[config.mk]
export PLATFORM = sky130hd
export DESIGN_NAME = muldiv_unit
export DESIGN_NICKNAME = d
export VERILOG_FILES = /design/src/rtl/muldiv_pkg.sv /design/src/rtl/muldiv_mul_step.sv /design/src/rtl/muldiv_div_step.sv /design/src/rtl/muldiv_seq.sv /design/src/rtl/muldiv_interlock.sv /design/src/rtl/muldiv_unit.sv
export SDC_FILE = /design/constraint.sdc
export NUM_CORES = 1
export LEC_CHECK = 0
export ABC_AREA = 1
export BUFFER_PORTS_ARGS = -buffer_cell sky130_fd_sc_hd__buf_2
export CORE_AREA = 5 5 233 257
export DETAILED_ROUTE_END_ITERATION = 8
export DIE_AREA = 0 0 238 262
export PLACE_DENSITY = 0.53
export SLEW_MARGIN = 10
export SYNTH_ARGS = -nofsm -noshare
export SYNTH_HDL_FRONTEND = slang
export SYNTH_SLANG_ARGS = --single-unit
export TNS_END_PERCENT = 5
[constraint.sdc]
create_clock -name clk_i -period 7.25 [get_ports clk_i]
set_input_delay 1.45 -clock clk_i [delete_from_list [all_inputs] [get_ports clk_i]]
set_output_delay 1.45 -clock clk_i [all_outputs]
set_load 0.01 [all_outputs]
[src/rtl/muldiv_pkg.sv]
package muldiv_pkg;
  typedef enum logic [1:0] {
    OP_MUL_S = 2'b00,
    OP_MUL_U = 2'b01,
    OP_DIV_S = 2'b10,
    OP_DIV_U = 2'b11
  } md_op_e;

  typedef enum logic [1:0] {
    ST_IDLE = 2'b00,
    ST_RUN  = 2'b01,
    ST_FIX  = 2'b10
  } md_state_e;
endpackage

[src/rtl/muldiv_mul_step.sv]
module muldiv_mul_step #(
  parameter int W = 32
) (
  input  logic [W:0]   acc_i,
  input  logic [W-1:0] qr_i,
  input  logic [W-1:0] opnd_i,
  output logic [W:0]   acc_o,
  output logic [W-1:0] qr_o
);
  logic [W:0] sum;

  always_comb begin
    sum   = acc_i + (qr_i[0] ? {1'b0, opnd_i} : '0);
    acc_o = {1'b0, sum[W:1]};
    qr_o  = {sum[0], qr_i[W-1:1]};
  end
endmodule

[src/rtl/muldiv_div_step.sv]
module muldiv_div_step #(
  parameter int W = 32
) (
  input  logic [W:0]   acc_i,
  input  logic [W-1:0] qr_i,
  input  logic [W-1:0] opnd_i,
  output logic [W:0]   acc_o,
  output logic [W-1:0] qr_o
);
  logic [W:0] shifted;
  logic [W:0] diff;
  logic       fits;

  always_comb begin
    shifted = {acc_i[W-1:0], qr_i[W-1]};
    fits    = shifted >= {1'b0, opnd_i};
    diff    = shifted - {1'b0, opnd_i};
    acc_o   = fits ? diff : shifted;
    qr_o    = {qr_i[W-2:0], fits};
  end
endmodule

[src/rtl/muldiv_seq.sv]
module muldiv_seq
  import muldiv_pkg::*;
#(
  parameter int W = 32
) (
  input  logic clk_i,
  input  logic rst_ni,
  input  logic start_i,
  output logic step_o,
  output logic fix_o,
  output logic busy_o
);
  localparam int CW = $clog2(W + 1);

  md_state_e       state_q;
  logic [CW-1:0]   cnt_q;

  always_ff @(posedge clk_i or negedge rst_ni) begin
    if (!rst_ni) begin
      state_q <= ST_IDLE;
      cnt_q   <= '0;
    end else if (start_i) begin
      state_q <= ST_RUN;
      cnt_q   <= CW'(W);
    end else begin
      unique case (state_q)
        ST_RUN: begin
          cnt_q <= cnt_q - 1'b1;
          if (cnt_q == CW'(1)) state_q <= ST_FIX;
        end
        ST_FIX:  state_q <= ST_IDLE;
        default: state_q <= ST_IDLE;
      endcase
    end
  end

  // a start overrides both the step and the final write
  assign step_o = (state_q == ST_RUN) && !start_i;
  assign fix_o  = (state_q == ST_FIX) && !start_i;
  assign busy_o = (state_q != ST_IDLE);
endmodule

[src/rtl/muldiv_interlock.sv]
module muldiv_interlock (
  input  logic reads_hilo_i,
  input  logic busy_i,
  input  logic launch_i,
  output logic stall_o
);
  // a launch in execute is older than the reader in decode
  assign stall_o = reads_hilo_i && (busy_i || launch_i);
endmodule

[src/rtl/muldiv_unit.sv]
module muldiv_unit
  import muldiv_pkg::*;
#(
  parameter int W = 32
) (
  input  logic         clk_i,
  input  logic         rst_ni,
  input  logic         launch_valid_i,
  input  logic [1:0]   launch_op_i,
  input  logic [W-1:0] launch_a_i,
  input  logic [W-1:0] launch_b_i,
  input  logic         dec_reads_hilo_i,
  output logic         stall_o,
  output logic         busy_o,
  output logic [W-1:0] hi_o,
  output logic [W-1:0] lo_o
);
  localparam int PW = 2 * W;

  logic         is_signed, a_neg, b_neg;
  logic [W-1:0] a_mag, b_mag;

  logic [W:0]   acc_q;
  logic [W-1:0] qr_q, opnd_q;
  logic         is_div_q, neg_q_q, neg_a_q;
  logic [W-1:0] hi_q, lo_q;

  logic [W:0]   mul_acc, div_acc;
  logic [W-1:0] mul_qr, div_qr;
  logic         step, fix;

  logic [PW-1:0] prod_raw, prod_fix;
  logic [W-1:0]  quo_fix, rem_fix;

  always_comb begin
    is_signed = (launch_op_i == OP_MUL_S) || (launch_op_i == OP_DIV_S);
    a_neg     = is_signed && launch_a_i[W-1];
    b_neg     = is_signed && launch_b_i[W-1];
    a_mag     = a_neg ? (~launch_a_i + 1'b1) : launch_a_i;
    b_mag     = b_neg ? (~launch_b_i + 1'b1) : launch_b_i;
  end

  muldiv_seq #(.W(W)) u_seq (
    .clk_i  (clk_i),
    .rst_ni (rst_ni),
    .start_i(launch_valid_i),
    .step_o (step),
    .fix_o  (fix),
    .busy_o (busy_o)
  );

  muldiv_mul_step #(.W(W)) u_mul (
    .acc_i (acc_q),
    .qr_i  (qr_q),
    .opnd_i(opnd_q),
    .acc_o (mul_acc),
    .qr_o  (mul_qr)
  );

  muldiv_div_step #(.W(W)) u_div (
    .acc_i (acc_q),
    .qr_i  (qr_q),
    .opnd_i(opnd_q),
    .acc_o (div_acc),
    .qr_o  (div_qr)
  );

  muldiv_interlock u_ilk (
    .reads_hilo_i(dec_reads_hilo_i),
    .busy_i      (busy_o),
    .launch_i    (launch_valid_i),
    .stall_o     (stall_o)
  );

  always_ff @(posedge clk_i or negedge rst_ni) begin
    if (!rst_ni) begin
      acc_q    <= '0;
      qr_q     <= '0;
      opnd_q   <= '0;
      is_div_q <= 1'b0;
      neg_q_q  <= 1'b0;
      neg_a_q  <= 1'b0;
    end else if (launch_valid_i) begin
      acc_q    <= '0;
      qr_q     <= a_mag;
      opnd_q   <= b_mag;
      is_div_q <= launch_op_i[1];
      neg_q_q  <= a_neg ^ b_neg;
      neg_a_q  <= a_neg;
    end else if (step) begin
      acc_q <= is_div_q ? div_acc : mul_acc;
      qr_q  <= is_div_q ? div_qr  : mul_qr;
    end
  end

  // sign fix-up on the magnitudes
  always_comb begin
    prod_raw = {acc_q[W-1:0], qr_q};
    prod_fix = neg_q_q ? (~prod_raw + 1'b1) : prod_raw;
    quo_fix  = neg_q_q ? (~qr_q + 1'b1) : qr_q;
    rem_fix  = neg_a_q ? (~acc_q[W-1:0] + 1'b1) : acc_q[W-1:0];
  end

  always_ff @(posedge clk_i or negedge rst_ni) begin
    if (!rst_ni) begin
      hi_q <= '0;
      lo_q <= '0;
    end else if (fix) begin
      hi_q <= is_div_q ? rem_fix : prod_fix[PW-1:W];
      lo_q <= is_div_q ? quo_fix : prod_fix[W-1:0];
    end
  end

  assign hi_o = hi_q;
  assign lo_o = lo_q;
endmodule

# Yosys cells after proc, flatten, opt, wreduce, memory -nomap -nowiden
# Index checks and enable logic that the tools add are counted.
[totals]
regBits = 172
inputBits = 70
output_inout_bits = 66
word_cells = 62
[op_classes]
add_sub_neg = 8
n_lt_le_gt_ge = 1
eq_ne = 5
muxes = 20
n_bitwise = 6
n_reduce_logical = 12
[ops]
columns = ["cell", "count"]
rows = [
  ["$mux W32", 10],
  ["$mux W33", 4],
  ["$add A32 B1 Y32 const B", 4],
  ["$not A32 Y32", 4],
  ["$add A64 B1 Y64 const B", 1],
  ["$mux W64", 1],
  ["$not A64 Y64", 1],
  ["$add A33 B33 Y33", 1],
  ["$ge A33 B32 Y1", 1],
  ["$sub A33 B32 Y33", 1],
  ["$mux W6", 2],
  ["$eq A6 B1 Y1 const B", 1],
  ["$mux W2", 3],
  ["$reduce_bool A2 Y1", 3],
  ["$sub A6 B1 Y6 const B", 1],
  ["$logic_and A1 B1 Y1", 5],
  ["$eq A2 B2 Y1 const B", 2],
  ["$ne A3 B2 Y1 const B", 1],
  ["$eq A2 B1 Y1 const B", 1],
  ["$logic_not A2 Y1", 1],
  ["$logic_or A1 B1 Y1", 2],
  ["$logic_not A1 Y1", 1],
  ["$xor A1 B1 Y1", 1],
]

# Depth between registers and ports, before layout
# Gate-level depths: netlist (run 1).
[logic_depth]
ltp_word = 5
mapped_depth = 21
mapped_depth_nobuf = 20

# Cells and area by module
# From an unflattened synthesis (run 1), not the netlist that was laid out.
[hier_totals]
hier_cells = 3062
hier_area_um2 = 17964.7
[modules_own_cells]
columns = ["module", "n_inst", "cells_per_inst", "area_each_um2", "seq_area_each_um2"]
rows = [
  ["muldiv_unit", 1, 1670, 11058.1, 4103.9],
  ["muldiv_div_step", 1, 711, 3548.4, 0.0],
  ["muldiv_mul_step", 1, 624, 2926.6, 0.0],
  ["muldiv_seq", 1, 54, 420.4, 200.2],
  ["muldiv_interlock", 1, 3, 11.3, 0.0],
]

# Worst setup path before layout (run 1)
# OpenSTA, ideal clock, no wires.
[synth_path]
path_kind = "input port to output port"
startpoint = "input port launch_valid_i"
endpoint = "output port stall_o"
arrival_time_ns = 2.074
t_required_ns = 5.800
setup_slack_ns = 3.726
stages = 3
path_buffers = 2
path_cell_list = "buf_2 -> clkbuf_1 -> o21a_1"
[synth_via]
elab_chain_len = 2
[synth_rtl]
columns = ["item", "line_no", "rtl"]
rows = [
  ["from (decl)", "muldiv_unit.sv:8", "input logic launch_valid_i,"],
  ["$logic_or A1 B1 Y1", "muldiv_interlock.sv:8", "assign stall_o = reads_hilo_i && (busy_i || launch_i);"],
  ["$logic_and A1 B1 Y1", "muldiv_interlock.sv:8", ""],
  ["to (decl)", "muldiv_unit.sv:13", "output logic stall_o,"],
]
# No other way between the ends.

# Final worst setup path (run 1)
# Ends and elaborated chain as after synthesis.

==> results of run 1 <==
## layout make-up
cell class	count	share of cell area (%)
well taps	752	4.989
flip-flops and latches	172	22.84
inverters	363	7.224
repair buffers	150	4.226
clock inverters	13	0.7695
clock buffers	19	2.348
multi-input cells	2196	57.60
## synthesized netlist by cell type (2+ instances only)
cell type,instances
nand2_1,875
inv_1,354
nor2_1,291
o21ai_0,258
nand3_1,221
dfrtp_1,172
a21oi_1,145
ha_1,70
xor2_1,70
clkbuf_1,65
nand4_1,55
nor3_1,30
o21ai_1,20
a31oi_1,18
nand3b_1,14
nor2_2,13
o21bai_1,13
or2_2,13
a22oi_1,12
xnor2_1,12
buf_1,11
nand2_2,10
inv_2,8
nor4_1,8
buf_2,7
o211ai_1,6
nor2_4,4
buf_6,3
nand3_2,3
nor3_2,3
o21a_1,3
o21ai_2,3
o31ai_1,3
a21boi_0,2
a21oi_2,2
fa_1,2
o22ai_1,2
## tightest hold or removal path: cells and delay by family (launching register included)
| kind | cells | cell delay, ns |
|---|---|---|
| AND/OR/NAND/NOR | 2 | 0.10 |
| flip-flops | 1 | 0.34 |
## power by group
| part | switching, µW | internal, µW |
|---|---|---|
| Sequential | 299 | 1120 |
| Clock | 453 | 497 |
| Combinational | 1730 | 791 |
| Total | 2480 | 2400 |
## cells in the final DEF (no fill, tap or decap), types with 13 or more instances in the layout
master / netlist / final
o21ai_0: 258 / 258
or2_2: 13 / 13
inv_1: 354 / 353
nand4_1: 55 / 55
nor2_1: 291 / 290
dfrtp_1: 172 / 171
o21bai_1: 13 / 13
nand3b_1: 14 / 14
buf_2: 7 / 134
nor3_1: 30 / 29
xor2_1: 70 / 70
nor2_2: 13 / 14
a31oi_1: 18 / 18
a21oi_1: 145 / 145
nand2_1: 875 / 875
nand3_1: 221 / 221
clkbuf_16: 0 / 17
buf_4: 0 / 15
o21ai_1: 20 / 20
ha_1: 70 / 70
## metrics by stage
| step | setup slack (ns) | hold WS [ns] | cells | util [%] |
|---|---|---|---|---|
| after floorplan | 3.726 | 0.4583 | 2818 | - |
| after global placement | 3.372 | 0.4618 | 3633 | 32.07 |
| final | 3.645 | 0.4760 | 3665 | 33.10 |
| after CTS | 3.643 | 0.4814 | 3665 | 33.10 |
| after global routing | 3.536 | 0.4926 | 3665 | 33.10 |
| after detailed placement | 3.311 | 0.4610 | 3633 | 32.07 |
## logic make-up (layout without fill, tap and decap cells)
family	Yosys count	after routing
flops	172	172
fa+ha+maj	72	72
simple gates	1547	1547
xor+xnor	82	82
compound gates	495	495
buf+inv	450	545
## worst max-delay path by stage
stage                              start        end  cells past startpoint  slack [ns]
after floorplan           launch_valid_i    stall_o                      3        3.73
after global placement    launch_valid_i    lo_o[5]                      7        3.37
after detailed placement  launch_valid_i    lo_o[4]                      7        3.31
after CTS                 launch_valid_i    stall_o                      3        3.64
after global routing             qr_q[0]  acc_q[29]                     18        3.54
final                     launch_valid_i    stall_o                      3        3.64
## sequential cells by signal, summed over array words and instances (netlist names)
register       count
neg_a_q            1
is_div_q           1
neg_q_q            1
opnd_q            32
u_seq.state_q      2
acc_q             33
hi_o              32
u_seq.cnt_q        6
qr_q              32
lo_o              32
## routing by layer
metal	vias to the layer above	part of all wire, %	global-route usage (%)
met2	514	46	35.34
met5	-	0	0
met1	8430	46	29.00
met3	76	4.6	2.173
li1	9290	-	-
met4	0	2.8	6.553
==> results.sh, run 1 <==
export IMPL_outcome="complete, no violations"
export IMPL_area_growth_pct=11.65
export IMPL_slew_violations=0
export IMPL_yosysSeqAreaShare_pct=25.48
export IMPL_grt_ovfl_total=0
export IMPL_totalPowerFinal_uw=4882
export IMPL_ant_nets=0
export IMPL_required_ns=5.80
export IMPL_critPathTopFamily="buffers and inverters"
export IMPL_syn_area_um2=16890
export IMPL_synth_top_family_by_area="simple AND/OR/NAND/NOR gates"
export IMPL_synthSimpleGateAreaFrac_pct=38.80
export IMPL_hp_start="hi_o[26]"
export IMPL_clk_pin_slew_worst_paths_ns=0.07
export IMPL_holdPathEnd="hi_o[26]"
export IMPL_antenna_found_initial=0
export IMPL_first_global_vias=17580
export IMPL_final_nets=3042
export IMPL_maxSlewHeadroom_pct=32.45
export IMPL_synth_edf_count=0
export IMPL_yosysWarnings=0
export IMPL_worst_pin_slew_ns=1.013
export IMPL_p_leak_uw=0.009649
export IMPL_io_pins=136
export IMPL_drc=0
export IMPL_dr_pass1_iters=5
export IMPL_hold_violations=0
export IMPL_synth_xor_area_share_pct=4.252
export IMPL_drv_cap=0
export IMPL_multi_input_area_um2=10860
export IMPL_cts_max_path_buffers=2
export IMPL_wl_per_cell_um=18.14
export IMPL_worst_path_max_delay_cell="buf_2"
export IMPL_ir_drop_mv=0.2217
export IMPL_start_util_pct=29.65
export IMPL_wirelength_um=66490
export IMPL_post_dp_hpwl_um=54290
export IMPL_post_cts_buffers=0
export IMPL_setup_viol=0
export IMPL_viasPerCell=4.996
export IMPL_die_w_um=238
export IMPL_drive_gt1_share_pct=8.651
export IMPL_syn_num_nets=2960
export IMPL_synthTopCellsByArea="dfrtp_1, nand2_1, inv_1, o21ai_0, nand3_1"
export IMPL_die_h_um=262
export IMPL_crit_chain="buf_2 > o21a_1 > buf_2"
export IMPL_dpl_cell_area_um2=18270
export IMPL_cp_arrival_ns=2.16
export IMPL_root_buffer="clkbuf_16"
export IMPL_cts_made_buffers=17
export IMPL_synth_top_cell_by_area="dfrtp_1"
export IMPL_netlist_instances=2818
export IMPL_synthAdderAreaFrac_pct=5.422
export IMPL_seq_area_um2=4308
export IMPL_final_area_um2=18860
export IMPL_htree_levels=4
export IMPL_ys_ff_latch=172
export IMPL_avgSynthCellArea_um2=5.994
export IMPL_synth_area_mux_share_pct=0
export IMPL_grt_max_degree=88
export IMPL_period_share_pct=49.73
export IMPL_num_antenna_cells=0
export IMPL_rsz0062_at_grt="no"
export IMPL_synth_ff_type="dfrtp_1"
export IMPL_fillers=6523
export IMPL_cts_hold_buf=0
export IMPL_dr_total_vias=18310
export IMPL_endpoint_kind="output port"
export IMPL_finClkSkew_ns=0.01790
export IMPL_timing_rr_end="acc_q[29]"
export IMPL_ys_types=54
export IMPL_coreArea_um2=56980
export IMPL_critPathKind="primary input to output port"
export IMPL_power_density_nw_per_um2=258.9
export IMPL_reg2reg_setup_slack_ns=3.89
export IMPL_timing_critical_path_buf_inv=2
export IMPL_min_path_cells=2
export IMPL_crit_path_start_kind="primary input"
export IMPL_clkLatencyLatePin_ns=0.48
export IMPL_gp_congestion=0.9762
export IMPL_clock_fmax_ghz=0.2774
export IMPL_hp_class="flop to flop"
export IMPL_path_common_cell="buf_2"
export IMPL_drt_first_iter_violations=1533
export IMPL_track_usage_pct=21.15
export IMPL_reg2reg_depth=18
export IMPL_r2r_start="qr_q[0]"
export IMPL_post_cts_resized=0
export IMPL_fp_row_count=92
export IMPL_cts_tree="done"
export IMPL_async_reset_ff_share_pct=100.0
export IMPL_die_area_um2=62360
export IMPL_clock_sinks=172
export IMPL_synth_top_area_share_pct=25.48
export IMPL_synth_compound_area_share_pct=15.79
export IMPL_critPathMaxStageDelay_ns=0.39
export IMPL_critPathMaxFanout=21
export IMPL_tns_ns=0
export IMPL_grt_first_pass_wirelength_um=102900
export IMPL_portBuffers=135
export IMPL_period_needed_ns=3.605
Note: power is estimated with default switching activity, not from simulation.
==> run 2, diff against run 1 <==
==> constraint.sdc (replaced) <==
create_clock -name clk_i -period 3.5 [get_ports clk_i]
set_input_delay 0.7 -clock clk_i [delete_from_list [all_inputs] [get_ports clk_i]]
set_output_delay 0.7 -clock clk_i [all_outputs]
set_load 0.01 [all_outputs]
==> run 2 against run 1 <==
Sequential power up 94%. Die area unchanged. Largest cell class unchanged. Critical endpoint is now acc_q[14]. Worst setup slack got worse by 3.2 ns. Count of clock-buffer cells in the layout stayed put. Sequential share of layout area shrank 0.42 points. Core utilization increased by 0.62 points.
==> results.sh, run 2 (synthesis gave the netlist of run 1 again) <==
export IMPL_max_flop_register="acc_q"
export IMPL_drv_cap=0
export IMPL_outcome="complete, no violations"
export IMPL_antenna_found_initial=2
export IMPL_start_util_pct=29.65
export IMPL_layout_commonest_cell="nand2_1"
export IMPL_ir_drop_mv=0.4650
export IMPL_post_cts_resized=0
export IMPL_die_w_um=238
export IMPL_endpoint_kind="flop"
export IMPL_cp_arrival_ns=3.41
export IMPL_power_density_nw_per_um2=542.2
export IMPL_crit_start="qr_q[0]"
export IMPL_maxSlewHeadroom_pct=36.93
export IMPL_period_needed_ns=3.028
export IMPL_setup_viol=0
export IMPL_drt_first_iter_violations=1764
export IMPL_track_usage_pct=22.27
export IMPL_critPathKind="flop to flop"
export IMPL_finClkSkew_ns=0.01564
export IMPL_cts_made_buffers=17
export IMPL_crit_path_start_kind="flop"
export IMPL_htree_levels=4
export IMPL_die_area_um2=62360
export IMPL_gp_congestion=1.012
export IMPL_viasPerCell=5.101
export IMPL_dr_total_vias=18910
export IMPL_final_cell_mix="nand2_1, inv_1, nor2_1"
export IMPL_post_cts_buffers=0
export IMPL_required_ns=3.88
export IMPL_fin_ws_ns=0.4719
export IMPL_slew_violations=0
export IMPL_clock_sinks=172
export IMPL_io_pins=136
export IMPL_r2r_start="qr_q[0]"
export IMPL_dr_pass1_iters=5
export IMPL_portBuffers=135
export IMPL_hp_class="primary input to asynchronous set/reset pin"
export IMPL_pre_cts_ws_ns=0.5019
export IMPL_wl_met1_um=31190
export IMPL_p_leak_uw=0.009870
export IMPL_clk_pin_slew_worst_paths_ns=0.08
export IMPL_coreArea_um2=56980
export IMPL_cts_tree="done"
export IMPL_wl_per_cell_um=18.92
export IMPL_wl_met2_um=32660
export IMPL_hold_violations=0
export IMPL_cts_hold_buf=0
export IMPL_largest_reg_flops=33
export IMPL_rsz0062_at_grt="no"
export IMPL_wirelength_um=70150
export IMPL_die_h_um=262
export IMPL_drive_gt1_share_pct=9.919
export IMPL_grt_max_degree=101
export IMPL_clkLatencyLatePin_ns=0.50
export IMPL_critPathMaxFanout=31
export IMPL_clock_fmax_ghz=0.3302
export IMPL_root_buffer="clkbuf_16"
export IMPL_final_nets=3083
export IMPL_fp_row_count=92
export IMPL_drc=0
export IMPL_cts_max_path_buffers=2
export IMPL_post_dp_hpwl_um=57490
export IMPL_first_global_vias=17900
export IMPL_dr_max_layer_used="met4"
export IMPL_area_growth_pct=13.74
export IMPL_grt_first_pass_wirelength_um=107200
export IMPL_period_share_pct=86.52
export IMPL_ant_nets=0
export IMPL_worst_pin_slew_ns=0.9460
export IMPL_totalPowerFinal_uw=10420
export IMPL_dr_wl_met3_um=4594
export IMPL_tns_ns=0
export IMPL_grt_ovfl_total=0
run 2: cell count changes in the layout (fill, tap and decap cells not counted):
cell and change:
buf_12 +3, buf_4 +38, clkinv_4 -1, clkinv_8 +1
diode_2 +2, inv_6 +2, inv_8 -2
run 2: path summary, 6_finish.rpt:
check | endpoint | slack (ns) | depth (start not counted)
max in group asynchronous | qr_q[6] | 2.46 | 2
setup / recovery | acc_q[14] | 0.47 | 15
hold / removal | opnd_q[4] | 0.26 | 1
hold reg to reg | hi_o[18] | 0.48 | 2
setup reg to reg | acc_q[14] | 0.47 | 15
min in group clk_i | is_div_q | 0.43 | 3
run 2: metrics by stage:
stage               std cells  hold WS [ns]  utilization [%]  instance area [µm²]
floorplan                2818        0.4044                -                16890
global placement         3674        0.4610            32.67                18620
detailed placement       3674        0.4641            32.67                18620
CTS                      3706        0.2911            33.71                19210
global route             3708        0.3147            33.72                19210
finish                   3708        0.2594            33.72                19210
run 2: final cells by class:
class / count / area (µm²)
Antenna cell: 2 / 5.005
Clock buffer: 19 / 442.9
Clock inverter: 13 / 147.6
Fill cell: 6458 / 37770
Inverter: 363 / 1363
Multi-Input combinational cell: 2196 / 10860
Sequential cell: 172 / 4308
Tap cell: 752 / 940.9
Timing Repair Buffer: 191 / 1142
run 2: power breakdown:
| group | internal [µW] | switching [µW] | leakage [µW] |
|---|---|---|---|
| sequential | 2320 | 432 | 0.00214 |
| combinational | 1760 | 3920 | 0.00744 |
| clock | 1030 | 954 | 0.000288 |
run 2: worst max-delay path, cell delays in order (launching register included):
cell	delay, ns
dfrtp_1	0.41
buf_4	0.35
nand2_1	0.11
inv_1	0.10
ha_1	0.28
a21oi_1	0.30
nor2_1	0.07
nor2_1	0.17
nand2_1	0.22
nand2_1	0.11
nand2_1	0.11
or2_2	0.30
nand3_1	0.10
nand2_1	0.08
nand3_1	0.10
o21ai_0	0.10
run 2: metal layers:
layer  GRT usage (%)  vias up
met3           3.463       93
met5               0        -
met2           37.09      629
met1           30.14     8819
li1                -     9373
met4           6.282        0
==> run 3, diff against run 2 <==
==> constraint.sdc (replaced) <==
create_clock -name clk_i -period 3.5 [get_ports clk_i]
set_input_delay 0.525 -clock clk_i [delete_from_list [all_inputs] [get_ports clk_i]]
set_output_delay 0.525 -clock clk_i [all_outputs]
set_load 0.01 [all_outputs]
==> run 3 against run 2 <==
Worst hold slack got worse by 0.19 ns. Worst setup slack gained 0.11 ns. Critical path depth stayed put. Largest cell class unchanged.
==> results.sh, run 3 (synthesis gave the netlist of run 1 again) <==
export IMPL_area_growth_pct=13.53
export IMPL_wirelength_um=71540
export IMPL_cts_hold_buf=0
export IMPL_htree_levels=4
export IMPL_final_area_um2=19180
export IMPL_grt_first_pass_wirelength_um=109400
export IMPL_period_needed_ns=2.918
export IMPL_worst_path_max_delay_cell="fa_1"
export IMPL_endpoint_kind="flop"
export IMPL_layout_commonest_cell="nand2_1"
export IMPL_dr_total_vias=19020
export IMPL_num_antenna_cells=0
export IMPL_cts_max_path_buffers=2
export IMPL_dpl_cell_area_um2=18570
export IMPL_worst_pin_slew_ns=0.9438
export IMPL_grt_ovfl_total=0
export IMPL_rsz0062_at_grt="no"
export IMPL_post_dp_hpwl_um=58370
export IMPL_p_leak_uw=0.009852
export IMPL_clock_fmax_ghz=0.3427
export IMPL_outcome="complete, no violations"
export IMPL_final_nets=3077
export IMPL_timing_critical_path_buf_inv=2
export IMPL_final_cell_mix="nand2_1, inv_1, nor2_1"
export IMPL_utilization_pct=33.66
export IMPL_maxSlewHeadroom_pct=37.08
export IMPL_period_share_pct=83.37
export IMPL_seq_power_share_pct=26.4
export IMPL_critPathKind="flop to flop"
export IMPL_crit_chain="inv_1 > ha_1 > inv_1 > fa_1 > nand3_1 > nand2_1 > nand2_1 > nand2_1 > nand3_1 > nand2_1 > nand2_1 > nand2_1 > o21ai_0 > nand4_1 > o21ai_0"
export IMPL_portBuffers=135
export IMPL_drive_gt1_share_pct=9.735
export IMPL_power_density_nw_per_um2=549.8
export IMPL_finClkSkew_ns=0.01956
export IMPL_clkLatencyLatePin_ns=0.50
export IMPL_path_common_cell="nand2_1"
export IMPL_cp_arrival_ns=3.35
export IMPL_drc=0
export IMPL_required_ns=3.93
export IMPL_die_w_um=238
export IMPL_root_buffer="clkbuf_16"
export IMPL_gp_congestion=1.028
export IMPL_ant_nets=0
export IMPL_critPathMaxStageDelay_ns=0.50
export IMPL_grt_max_degree=101
export IMPL_antenna_found_initial=1
export IMPL_fp_row_count=92
export IMPL_critPathMaxFanout=4
export IMPL_totalPowerFinal_uw=10540
export IMPL_max_flop_register="acc_q"
export IMPL_clk_pin_slew_worst_paths_ns=0.09
export IMPL_setup_viol=0
export IMPL_critical_path_depth=15
export IMPL_io_pins=136
export IMPL_reg2reg_depth=15
export IMPL_cts_tree="done"
export IMPL_internal_power_uw=5148
export IMPL_track_usage_pct=22.68
export IMPL_coreArea_um2=56980
export IMPL_viasPerCell=5.140
export IMPL_post_cts_resized=0
export IMPL_clock_sinks=172
export IMPL_wl_per_cell_um=19.33
export IMPL_pwr_share_comb_pct=54.0
export IMPL_die_h_um=262
export IMPL_drt_first_iter_violations=1434
export IMPL_slew_violations=0
export IMPL_dr_pass1_iters=6
export IMPL_hp_class="primary input to asynchronous set/reset pin"
export IMPL_hold_violations=0
export IMPL_drv_cap=0
export IMPL_post_cts_buffers=0
export IMPL_crit_path_start_kind="flop"
export IMPL_ir_drop_mv=0.4418
export IMPL_start_util_pct=29.65
export IMPL_critPathTopFamily="simple AND/OR/NAND/NOR gates"
export IMPL_cts_made_buffers=17
export IMPL_largest_reg_flops=33
export IMPL_pwr_share_clk_pct=19.7
export IMPL_reg2reg_setup_slack_ns=0.58
export IMPL_die_area_um2=62360
export IMPL_first_global_vias=18200
export IMPL_tns_ns=0
export IMPL_p_switching_uw=5397
export IMPL_swShare_pct=51.18
run 3: changes by cell type in the layout (fill, tap and decap cells not counted):
cell and delta:
clkbuf_8 -1, inv_6 -2, bufinv_16 +1, clkinv_4 +2
diode_2 -2, buf_4 -6, clkinv_8 -1, clkinvlp_4 -1
inv_8 +2
run 3: layer usage:
metal,track usage (%),vias up,wire (µm)
met5,0,-,11
met4,7.541,2,2373
met3,3.275,138,4573
met2,37.78,672,32840
met1,30.38,8848,31740
li1,-,9358,-
run 3: power by group through the flow:
stage                     Combinational (µW)  Clock (µW)  Sequential, µW
after floorplan                         3690           0            2670
after global placement                  5630           0            2800
after detailed placement                5590           0            2800
after CTS                               5610        2120            2760
after global routing                    6310        2190            2800
final                                   5690        2070            2780
run 3: metrics by stage:
stage | hold slack [ns] | worst slack (ns) | instances
after floorplan | 0.2294 | 1.155 | 2818
after global placement | 0.4613 | 0.6543 | 3668
after detailed placement | 0.4635 | 0.6591 | 3668
after CTS | 0.1021 | 0.6411 | 3700
after global routing | 0.1386 | 0.3091 | 3700
final | 0.07272 | 0.5820 | 3700
run 3: worst paths after layout:
kind,start,end
max,qr_q[31],acc_q[32]
min,rst_ni,opnd_q[8]
max reg2reg,qr_q[31],acc_q[32]
min reg2reg,hi_o[24],hi_o[24]
max in group asynchronous,rst_ni,lo_o[3]
min in group clk_i,launch_op_i[1],is_div_q
run 3: cell type report:
class	instances	area (µm²)
Tap cell	752	940.9
Sequential cell	172	4308
Inverter	363	1363
Multi-Input combinational cell	2196	10860
Clock buffer	18	429.2
Fill cell	6486	37800
Timing Repair Buffer	185	1097
Clock inverter	14	176.4
